[config.mk]
export PLATFORM = sky130hd
export DESIGN_NAME = desc_chain_fetcher
export DESIGN_NICKNAME = d
export VERILOG_FILES = /design/src/rtl/llf_pkg.sv /design/src/rtl/llf_fetch.sv /design/src/rtl/llf_addr_gen.sv /design/src/rtl/llf_seq.sv /design/src/rtl/desc_chain_fetcher.sv
export SDC_FILE = /design/constraint.sdc
export NUM_CORES = 1
export LEC_CHECK = 0
export ABC_AREA = 1
export BUFFER_PORTS_ARGS = -buffer_cell sky130_fd_sc_hd__buf_2
export CORE_ASPECT_RATIO = 2
export CORE_MARGIN = 5
export CORE_UTILIZATION = 39
export DETAILED_ROUTE_END_ITERATION = 10
export HOLD_SLACK_MARGIN = 0.06
export RECOVER_POWER = 25
export SYNTH_ARGS = -nofsm -noshare
export SYNTH_HDL_FRONTEND = slang
export SYNTH_SLANG_ARGS = --single-unit
[constraint.sdc]
create_clock -name clk -period 2.95 [get_ports clk]
set_input_delay 0.295 -clock clk [delete_from_list [all_inputs] [get_ports clk]]
set_output_delay 0.295 -clock clk [all_outputs]
set_load 0.1 [all_outputs]
[src/rtl/llf_pkg.sv]
package llf_pkg;

    typedef enum logic [2:0] {
        ST_IDLE  = 3'd0,
        ST_FETCH = 3'd1,
        ST_LOAD  = 3'd2,
        ST_RUN   = 3'd3,
        ST_NEXT  = 3'd4
    } llf_state_e;

    // Fixed positions of the fields the block itself decodes
    localparam int unsigned FLD_START     = 0;
    localparam int unsigned FLD_LIMIT     = 1;
    localparam int unsigned FLD_TARGET    = 2;
    localparam int unsigned MIN_REC_WORDS = 4;

    function automatic logic idx_is(input int unsigned idx, input int unsigned val);
        return idx == val;
    endfunction

endpackage

[src/rtl/llf_fetch.sv]
module llf_fetch #(
    parameter int unsigned DW         = 32,
    parameter int unsigned REC_WORDS  = 4,
    parameter int unsigned WORD_BYTES = DW / 8,
    parameter int unsigned IW         = $clog2(REC_WORDS)
) (
    input  logic                           clk,
    input  logic                           rst,
    input  logic                           kick_i,
    input  logic [DW-1:0]                  base_i,
    output logic                           req_valid_o,
    output logic [DW-1:0]                  req_addr_o,
    input  logic                           req_ready_i,
    input  logic                           rsp_valid_i,
    input  logic [DW-1:0]                  rsp_data_i,
    input  logic                           rsp_err_i,
    output logic                           done_o,
    output logic                           err_o,
    output logic [REC_WORDS-1:0][DW-1:0]   rec_o
);
    localparam logic [IW-1:0] LAST_IDX = IW'(REC_WORDS - 1);

    logic          active_q;
    logic          wait_q;
    logic [IW-1:0] widx_q;
    logic [DW-1:0] base_q;
    logic          take;
    logic          last_word;

    assign take        = active_q & wait_q & rsp_valid_i;
    assign last_word   = (widx_q == LAST_IDX);
    assign done_o      = take & ~rsp_err_i & last_word;
    assign err_o       = take & rsp_err_i;
    assign req_valid_o = active_q & ~wait_q;
    assign req_addr_o  = base_q + DW'(widx_q) * DW'(WORD_BYTES);

    always_ff @(posedge clk) begin
        if (rst) begin
            active_q <= 1'b0;
            wait_q   <= 1'b0;
            widx_q   <= '0;
            base_q   <= '0;
        end else if (kick_i) begin
            active_q <= 1'b1;
            wait_q   <= 1'b0;
            widx_q   <= '0;
            base_q   <= base_i;
        end else begin
            if (req_valid_o && req_ready_i) begin
                wait_q <= 1'b1;
            end
            if (take) begin
                wait_q <= 1'b0;
                if (rsp_err_i || last_word) begin
                    active_q <= 1'b0;
                end else begin
                    widx_q <= widx_q + 1'b1;
                end
            end
        end
    end

    // One capture register per record word
    for (genvar w = 0; w < REC_WORDS; w++) begin : g_word
        logic [DW-1:0] word_q;
        always_ff @(posedge clk) begin
            if (rst) begin
                word_q <= '0;
            end else if (take && !rsp_err_i && widx_q == IW'(w)) begin
                word_q <= rsp_data_i;
            end
        end
        assign rec_o[w] = word_q;
    end

endmodule

[src/rtl/llf_addr_gen.sv]
module llf_addr_gen #(
    parameter int unsigned DW     = 32,
    parameter int unsigned STRIDE = 4
) (
    input  logic          clk,
    input  logic          rst,
    input  logic          load_i,
    input  logic [DW-1:0] start_i,
    input  logic [DW-1:0] limit_i,
    input  logic [DW-1:0] target_i,
    input  logic          step_i,
    output logic [DW-1:0] addr_o,
    output logic [DW-1:0] limit_o,
    output logic [DW-1:0] target_o
);
    logic [DW-1:0] addr_q;
    logic [DW-1:0] limit_q;
    logic [DW-1:0] target_q;
    logic [DW-1:0] addr_nxt;

    always_comb begin
        if (addr_q == limit_q) begin
            addr_nxt = target_q;
        end else begin
            addr_nxt = addr_q + DW'(STRIDE);
        end
    end

    always_ff @(posedge clk) begin
        if (rst) begin
            addr_q   <= '0;
            limit_q  <= '0;
            target_q <= '0;
        end else if (load_i) begin
            addr_q   <= start_i;
            limit_q  <= limit_i;
            target_q <= target_i;
        end else if (step_i) begin
            addr_q   <= addr_nxt;
        end
    end

    assign addr_o   = addr_q;
    assign limit_o  = limit_q;
    assign target_o = target_q;

endmodule

[src/rtl/llf_seq.sv]
module llf_seq
    import llf_pkg::*;
#(
    parameter int unsigned DW        = 32,
    parameter int unsigned REC_WORDS = 4,
    parameter int unsigned IW        = $clog2(REC_WORDS)
) (
    input  logic          clk,
    input  logic          rst,
    input  logic          start_i,
    input  logic [DW-1:0] list_ptr_i,
    input  logic          fetch_done_i,
    input  logic          fetch_err_i,
    input  logic [DW-1:0] next_ptr_i,
    input  logic          xfer_done_i,
    output logic          kick_o,
    output logic [DW-1:0] base_o,
    output logic          ld_valid_o,
    output logic [IW-1:0] ld_idx_o,
    output logic          agen_load_o,
    output logic          run_o,
    output logic          trans_done_o,
    output logic          list_done_o,
    output logic          busy_o,
    output logic          err_o
);
    localparam logic [IW-1:0] LAST_LD = IW'(REC_WORDS - 2);

    llf_state_e    st_q;
    llf_state_e    st_nxt;
    logic [DW-1:0] head_q;
    logic [IW-1:0] lidx_q;
    logic          err_q;
    logic          chain_end;

    assign chain_end = (next_ptr_i == head_q);

    always_comb begin
        st_nxt      = st_q;
        kick_o      = 1'b0;
        base_o      = next_ptr_i;
        agen_load_o = 1'b0;
        unique case (st_q)
            ST_IDLE: begin
                base_o = list_ptr_i;
                if (start_i) begin
                    kick_o = 1'b1;
                    st_nxt = ST_FETCH;
                end
            end
            ST_FETCH: begin
                if (fetch_err_i) begin
                    st_nxt = ST_IDLE;
                end else if (fetch_done_i) begin
                    st_nxt = ST_LOAD;
                end
            end
            ST_LOAD: begin
                if (lidx_q == LAST_LD) begin
                    agen_load_o = 1'b1;
                    st_nxt      = ST_RUN;
                end
            end
            ST_RUN: begin
                if (xfer_done_i) begin
                    st_nxt = ST_NEXT;
                end
            end
            ST_NEXT: begin
                if (chain_end) begin
                    st_nxt = ST_IDLE;
                end else begin
                    kick_o = 1'b1;
                    st_nxt = ST_FETCH;
                end
            end
            default: st_nxt = ST_IDLE;
        endcase
    end

    always_ff @(posedge clk) begin
        if (rst) begin
            st_q   <= ST_IDLE;
            head_q <= '0;
            lidx_q <= '0;
            err_q  <= 1'b0;
        end else begin
            st_q <= st_nxt;
            if (st_q == ST_IDLE && start_i) begin
                head_q <= list_ptr_i;
                err_q  <= 1'b0;
            end
            if (st_q == ST_FETCH && fetch_err_i) begin
                err_q <= 1'b1;
            end
            if (st_q == ST_LOAD) begin
                lidx_q <= (lidx_q == LAST_LD) ? '0 : lidx_q + 1'b1;
            end
        end
    end

    assign ld_valid_o   = (st_q == ST_LOAD);
    assign ld_idx_o     = lidx_q;
    assign run_o        = (st_q == ST_RUN);
    assign trans_done_o = (st_q == ST_NEXT);
    assign list_done_o  = (st_q == ST_NEXT) & chain_end;
    assign busy_o       = (st_q != ST_IDLE);
    assign err_o        = err_q;

endmodule

[src/rtl/desc_chain_fetcher.sv]
module desc_chain_fetcher
    import llf_pkg::*;
#(
    parameter int unsigned DW        = 32,
    parameter int unsigned REC_WORDS = 4,
    parameter int unsigned STRIDE    = 4,
    localparam int unsigned IDX_W    = $clog2(REC_WORDS)
) (
    input  logic             clk,
    input  logic             rst,
    input  logic             start_i,
    input  logic [DW-1:0]    list_ptr_i,
    output logic             mem_req_valid_o,
    output logic [DW-1:0]    mem_req_addr_o,
    input  logic             mem_req_ready_i,
    input  logic             mem_rsp_valid_i,
    input  logic [DW-1:0]    mem_rsp_data_i,
    input  logic             mem_rsp_err_i,
    output logic             cfg_ld_valid_o,
    output logic [IDX_W-1:0] cfg_ld_idx_o,
    output logic [DW-1:0]    cfg_ld_data_o,
    output logic             xfer_run_o,
    input  logic             xfer_step_i,
    output logic [DW-1:0]    xfer_addr_o,
    input  logic             xfer_done_i,
    output logic             trans_done_o,
    output logic             list_done_o,
    output logic             busy_o,
    output logic             err_o
);
    logic                         kick;
    logic [DW-1:0]                base;
    logic                         fetch_done;
    logic                         fetch_err;
    logic [REC_WORDS-1:0][DW-1:0] rec;
    logic                         agen_load;
    logic [DW-1:0]                wrap_lim;
    logic [DW-1:0]                wrap_tgt;

    llf_fetch #(
        .DW        (DW),
        .REC_WORDS (REC_WORDS),
        .WORD_BYTES(DW / 8),
        .IW        (IDX_W)
    ) u_fetch (
        .clk        (clk),
        .rst        (rst),
        .kick_i     (kick),
        .base_i     (base),
        .req_valid_o(mem_req_valid_o),
        .req_addr_o (mem_req_addr_o),
        .req_ready_i(mem_req_ready_i),
        .rsp_valid_i(mem_rsp_valid_i),
        .rsp_data_i (mem_rsp_data_i),
        .rsp_err_i  (mem_rsp_err_i),
        .done_o     (fetch_done),
        .err_o      (fetch_err),
        .rec_o      (rec)
    );

    llf_seq #(
        .DW       (DW),
        .REC_WORDS(REC_WORDS),
        .IW       (IDX_W)
    ) u_seq (
        .clk         (clk),
        .rst         (rst),
        .start_i     (start_i),
        .list_ptr_i  (list_ptr_i),
        .fetch_done_i(fetch_done),
        .fetch_err_i (fetch_err),
        .next_ptr_i  (rec[REC_WORDS-1]),
        .xfer_done_i (xfer_done_i),
        .kick_o      (kick),
        .base_o      (base),
        .ld_valid_o  (cfg_ld_valid_o),
        .ld_idx_o    (cfg_ld_idx_o),
        .agen_load_o (agen_load),
        .run_o       (xfer_run_o),
        .trans_done_o(trans_done_o),
        .list_done_o (list_done_o),
        .busy_o      (busy_o),
        .err_o       (err_o)
    );

    llf_addr_gen #(
        .DW    (DW),
        .STRIDE(STRIDE)
    ) u_agen (
        .clk     (clk),
        .rst     (rst),
        .load_i  (agen_load),
        .start_i (rec[FLD_START]),
        .limit_i (rec[FLD_LIMIT]),
        .target_i(rec[FLD_TARGET]),
        .step_i  (xfer_step_i & xfer_run_o),
        .addr_o  (xfer_addr_o),
        .limit_o (wrap_lim),
        .target_o(wrap_tgt)
    );

    assign cfg_ld_data_o = rec[cfg_ld_idx_o];

endmodule

## Word level (Yosys, flattened, before mapping)

Cells that the tools add are included.

- Bits in registers: 298
- Input port bits: 72
- Logic and storage cells: 91

- Add/sub/neg operators: 4
- $lt $le $gt $ge: 1
- Eq/ne operators: 14
- Muxes and demuxes: 24
- Bitwise gates (word level): 11
- Reductions and logical operators: 22

Operator list:

| cell | number |
|---|---|
| two-way mux 32 bit | 5 |
| binary-select mux 32 bit (select 2 bit) | 1 |
| equality test 32 bit | 2 |
| adder 32 x 3 -> 32 bit (second input constant) | 1 |
| adder 32 x 4 -> 32 bit | 1 |
| two-way mux 3 bit | 5 |
| case mux 3 bit (5 select lines) | 1 |
| two-way mux 1 bit | 10 |
| bitwise AND 1 bit | 8 |
| logical AND 1 bit | 8 |
| nonzero test 2 bit | 4 |
| equality test 2 bit (second input constant) | 3 |
| equality test 3 x 2 -> 1 bit (second input constant) | 2 |
| adder 2 x 1 -> 2 bit (second input constant) | 2 |
| != test 2 x 1 -> 1 bit (second input constant) | 2 |
| AND reduction 2 bit | 2 |
| AND reduction 4 bit | 1 |
| equality test 3 x 1 -> 1 bit (second input constant) | 1 |
| equality test 3 bit (second input constant) | 1 |
| logical NOT 3 bit | 1 |
| less-than comparator 2 x 3 -> 1 bit (second input constant) | 1 |
| != test 3 x 2 -> 1 bit (second input constant) | 1 |
| inverter 1 bit | 3 |
| nonzero test 3 bit | 1 |
| other kinds (9) | 9 |

## Depth between registers and ports, before layout

- Word-level depth: 7
- Depth in mapped cells: 14
- Gate-level depth less buffers: 13

## By module

Synthesis repeated with hierarchy kept, for this count alone.

- Cells, all modules: 2,509
- Area, all modules: 16,031.6 um^2

Modules (own cells, without submodules):

| module | instances | cells each | area each (um^2) |
|---|---|---|---|
| llf_fetch | 1 | 914 | 6,670.1 |
| llf_addr_gen | 1 | 846 | 5,477.8 |
| llf_seq | 1 | 373 | 2,313.5 |
| desc_chain_fetcher | 1 | 376 | 1,570.3 |

## Worst setup path before layout

Ideal clock, no wire load.

- Path kind: reg2out
- From: reg u_seq.lidx_q[0] (netlist: u_seq.ld_idx_o[0])
- To: out cfg_ld_data_o[23]
- Data arrival time: 3,758 ps
- Required time: 2,655 ps
- Path slack: -1,103 ps
- Cell stages (with the launch flop): 5
- Buffers on the path: 2
- Path through: dfxtp_1 -> clkbuf_1 -> clkbuf_1 -> o21ai_0 -> o21ai_0

- Longest elaborated chain between the ends: 2

Ends and longest elaborated chain:

| what | line | text |
|---|---|---|
| start: declaration | llf_seq.sv:32 | `logic [IW-1:0] lidx_q;` |
| start signal: assignment | llf_seq.sv:97 | `lidx_q <= (lidx_q == LAST_LD) ? '0 : lidx_q + 1'b1;` |
| binary-select mux 32 bit (select 2 bit) | desc_chain_fetcher.sv:102 | `assign cfg_ld_data_o = rec[cfg_ld_idx_o];` |
| two-way mux 32 bit (not written as such) | desc_chain_fetcher.sv:102 |  |
| end: declaration | desc_chain_fetcher.sv:21 | `output logic [DW-1:0] cfg_ld_data_o,` |

No other way between the ends. The select of a mux whose other input is x is not followed.

## Worst setup path in the final report

- From: reg u_fetch.base_q[2]
- To: out mem_req_addr_o[28]

- Longest elaborated chain between the ends: 1

Ends and longest elaborated chain:

| what | line | text |
|---|---|---|
| start: declaration | llf_fetch.sv:26 | `logic [DW-1:0] base_q;` |
| start signal: assignment | llf_fetch.sv:47 | `base_q <= base_i;` |
| adder 32 x 4 -> 32 bit | llf_fetch.sv:35 | `assign req_addr_o = base_q + DW'(widx_q) * DW'(WORD_BYTES);` |
| end: declaration | desc_chain_fetcher.sv:14 | `output logic [DW-1:0] mem_req_addr_o,` |

No other way between the ends.

==> impl_metrics.env <==
export IMPL_outcome="completed"
export IMPL_met3_length_mm=2.566
export IMPL_htreeDepth=1
export IMPL_max_freq_mhz=345.5
export IMPL_ios=177
export IMPL_grt_pass1_wl_mm=76.40
export IMPL_muxShareOfSynthArea_pct=1.300
export IMPL_maxCapViolations=0
export IMPL_dr_pass1_iters=5
export IMPL_post_dp_hpwl_mm=35.68
export IMPL_fin_tns_setup_ns=0
export IMPL_worst_slack_ns=0.05586
export IMPL_fin_nets=2357
export IMPL_timing_worst_setup_path_type="register to output port"
export IMPL_dieArea_mm2=0.04170
export IMPL_start_util_pct=39.35
export IMPL_cts_root_buf="clkbuf_16"
export IMPL_track_usage_pct=22.56
export IMPL_synthToLayoutAreaGrowth_pct=22.93
export IMPL_routabilityCongestion=0.9019
export IMPL_fin_cells=2756
export IMPL_drv_slew=0
export IMPL_start_kind="register"
export IMPL_syn_nets=2190
export IMPL_post_place_ws_ns=0.1256
export IMPL_relSlewSlack_pct=12.52
export IMPL_layout_min_cycle_time_ns=2.894
export IMPL_rsz0062_at_grt="true"
export IMPL_skew_ns=0.02001
export IMPL_die_w_um=146.9
export IMPL_cts_sinks=298
export IMPL_syn_avg_cell_area_um2=6.931
export IMPL_arrival_ns=2.60
export IMPL_placed_area_mm2=0.01659
export IMPL_synth_top_family_by_area="simple AND/OR/NAND/NOR gates"
export IMPL_via_per_inst=5.190
export IMPL_rows=100
export IMPL_die_y_um=283.9
export IMPL_grt_pass1_vias=13750
export IMPL_grt_max_degree=108
export IMPL_r2r_setup_slack_ns=0.28
export IMPL_drive_gt1_share_pct=13.72
export IMPL_synthTopCellsByArea="dfxtp_1, nor2_1, o21ai_0"
export IMPL_placedCellCount=2658
export IMPL_cp_required_ns=2.65
export IMPL_drcViolationCount=0
export IMPL_syn_inst=2110
export IMPL_maxUsedRoutingLayer="met4"
export IMPL_synth_top_area_share_pct=40.79
export IMPL_cts_clk_slew_worst_paths_ns=0.07
export IMPL_synth_seq_cells=298
export IMPL_clk_latency_ns=0.55
export IMPL_cts_tree="done"
export IMPL_synth_xor_area_share_pct=5.561
export IMPL_yosysTopAreaCell="dfxtp_1"
export IMPL_critPathCaptureType="output port"
export IMPL_synth_area_mm2=0.01462
export IMPL_antenna_found_initial=1
export IMPL_synth_compound_area_share_pct=17.33
export IMPL_vdd_drop_max_v=0.001042
export IMPL_port_buffers=176
export IMPL_drtAntennaViolNets=0
export IMPL_num_vias=14310
export IMPL_tightest_slew_ns=1.318
export IMPL_post_route_period_util_pct=98.11
export IMPL_ys_warn_count=0
export IMPL_power_leakage_nw=7.294
export IMPL_met2WireLength_mm=24.06
export IMPL_synthSimpleGateAreaFrac_pct=27.25
export IMPL_coreArea_mm2=0.03716
export IMPL_setup_viol=0
export IMPL_yosysSeqAreaShare_pct=40.79
export IMPL_gr_total_overflow=0
export IMPL_worst_path_max_fanout=3
export IMPL_final_area_mm2=0.01798
export IMPL_drt_iter0_drc=997
export IMPL_power_density_mw_per_mm2=856.1
export IMPL_cts_made_buffers=26
export IMPL_yosys_area_share_adder_pct=0.7358
export IMPL_post_drt_wl_per_cell_um=17.56
export IMPL_hold_viol=0
export IMPL_hold_class="primary input to register"
export IMPL_wl_mm=48.40
export IMPL_ys_types=40
export IMPL_drt_met1_wl_mm=19.51
export IMPL_cts_path_max_buffers=3
==> synthesized netlist by cell type <==
cell type / instances
a211oi_1: 11
a21oi_1: 119
a21oi_2: 2
a22oi_1: 33
a31oi_1: 1
buf_1: 1
buf_2: 21
buf_4: 9
buf_6: 9
clkbuf_1: 86
clkinv_1: 1
dfxtp_1: 298
fa_1: 1
ha_1: 7
inv_1: 107
inv_2: 6
mux2i_1: 19
nand2_1: 369
nand2_2: 3
nand2_4: 2
nand3_1: 73
nand3_2: 8
nand3b_1: 7
nand4_1: 10
nand4_2: 2
nor2_1: 482
nor2_2: 6
nor2_4: 3
nor3_1: 13
nor4_1: 1
nor4_4: 1
o21ai_0: 289
o21ai_1: 3
o21ai_2: 3
o21bai_1: 9
o21bai_2: 1
o221ai_1: 2
xnor2_1: 61
xnor2_2: 1
xor2_1: 30
==> final timing paths <==
kind,to,startpoint,depth (start not counted)
worst max-delay path,mem_req_addr_o[28],u_fetch.base_q[2],12
worst min-delay path,u_fetch.g_word[2].word_q[29],mem_rsp_data_i[29],3
worst max register to register,u_agen.addr_o[15],u_seq.st_q[2],10
worst min register to register,u_fetch.g_word[0].word_q[13],u_fetch.g_word[0].word_q[13],2
==> power by group <==
part | switching, W | total [W] | internal [W]
registers | 0.000419 | 0.00482 | 0.00440
logic | 0.00526 | 0.00708 | 0.00182
clock network | 0.00152 | 0.00349 | 0.00197
==> registers in the layout, summed over array words and instances, names as in the netlist <==
register               count
u_seq.st_q                 3
u_agen.limit_o            32
u_fetch.widx_q             2
u_fetch.base_q            32
u_seq.ld_idx_o             2
u_seq.head_q              32
u_fetch.active_q           1
u_agen.target_o           32
u_seq.err_o                1
u_agen.addr_o             32
u_fetch.wait_q             1
u_fetch.g_word.word_q    128
==> timing repair <==
item / CTS / global route
pin swaps: 7 / 6
gates resized for setup: 18 / 3
hold buffers: 43 / 0
endpoints found under the hold margin: 65 / 0
setup endpoints to repair: 13 / 12
setup buffers: 5 / 2
==> placed cells by master (no fill, tap or decap), types with 6 or more instances in the layout <==
| cell | count |
|---|---|
| nor2_1 | 479 |
| nand2_1 | 367 |
| dfxtp_1 | 295 |
| o21ai_0 | 270 |
| a21oi_1 | 119 |
| inv_1 | 107 |
| buf_2 | 107 |
| nand3_1 | 74 |
| xnor2_1 | 54 |
| dlygate4sd3_1 | 43 |
| buf_12 | 43 |
| buf_4 | 41 |
| clkbuf_1 | 33 |
| a22oi_1 | 32 |
| clkbuf_16 | 27 |
| xor2_1 | 25 |
| o21ai_2 | 21 |
| mux2i_1 | 19 |
| nor3_1 | 11 |
| a211oi_1 | 11 |
| nand4_1 | 10 |
| o21bai_1 | 9 |
| nor2_4 | 8 |
| xnor2_2 | 8 |
| clkbuf_8 | 8 |
| nand3b_1 | 7 |
| nand3_2 | 6 |
| ha_1 | 6 |
==> worst max-delay path, cell delays in order, from the launching register on <==
cell     delay, ns
dfxtp_2       0.36
ha_4          0.14
fa_2          0.21
nand2_2       0.05
inv_2         0.08
nand4_4       0.10
nor2_4        0.16
nand4_4       0.13
nor2_4        0.15
nand3_4       0.14
nor2_4        0.14
xor2_2        0.19
buf_12        0.20
==> cell type report <==
type / count / area (µm²)
inverters: 114 / 430.4
multi-input cells: 1572 / 7875
well taps: 459 / 574.3
diodes: 1 / 2.502
flip-flops and latches: 298 / 5972
fillers: 3738 / 19180
clock inverters: 7 / 63.81
clock buffers: 40 / 804.5
repair buffers: 265 / 2255
==> metrics by stage <==
stage | utilization [%] | power [W] | hold WS, ns
2_1_floorplan | - | 0.01037 | 0.4392
3_3_place_gp | 44.64 | 0.01194 | 0.4498
3_5_place_dp | 44.64 | 0.01199 | 0.4548
4_1_cts | 48.46 | 0.01556 | 0.06017
5_1_grt | 48.38 | 0.01623 | 0.08915
6_report | 48.38 | 0.01539 | 0.08266
==> per-layer routing <==
layer,up-vias,GRT usage (%)
met1,6580,27.33
met2,454,39.87
met4,0,9.986
met3,107,2.621
met5,-,0
li1,7164,-
==> cell families (layout without fill, tap and decap cells) <==
kind of cell | after synthesis | count (layout)
adders and majority gates | 8 | 8
buffers and inverters | 240 | 426
other | 0 | 1
DFF | 298 | 298
AOI/OAI and AO/OA | 473 | 473
and+or+nand+nor | 980 | 980
muxes | 19 | 19
xor gates and xnor gates | 92 | 92
No activity file was read; power rests on OpenSTA's default activity.
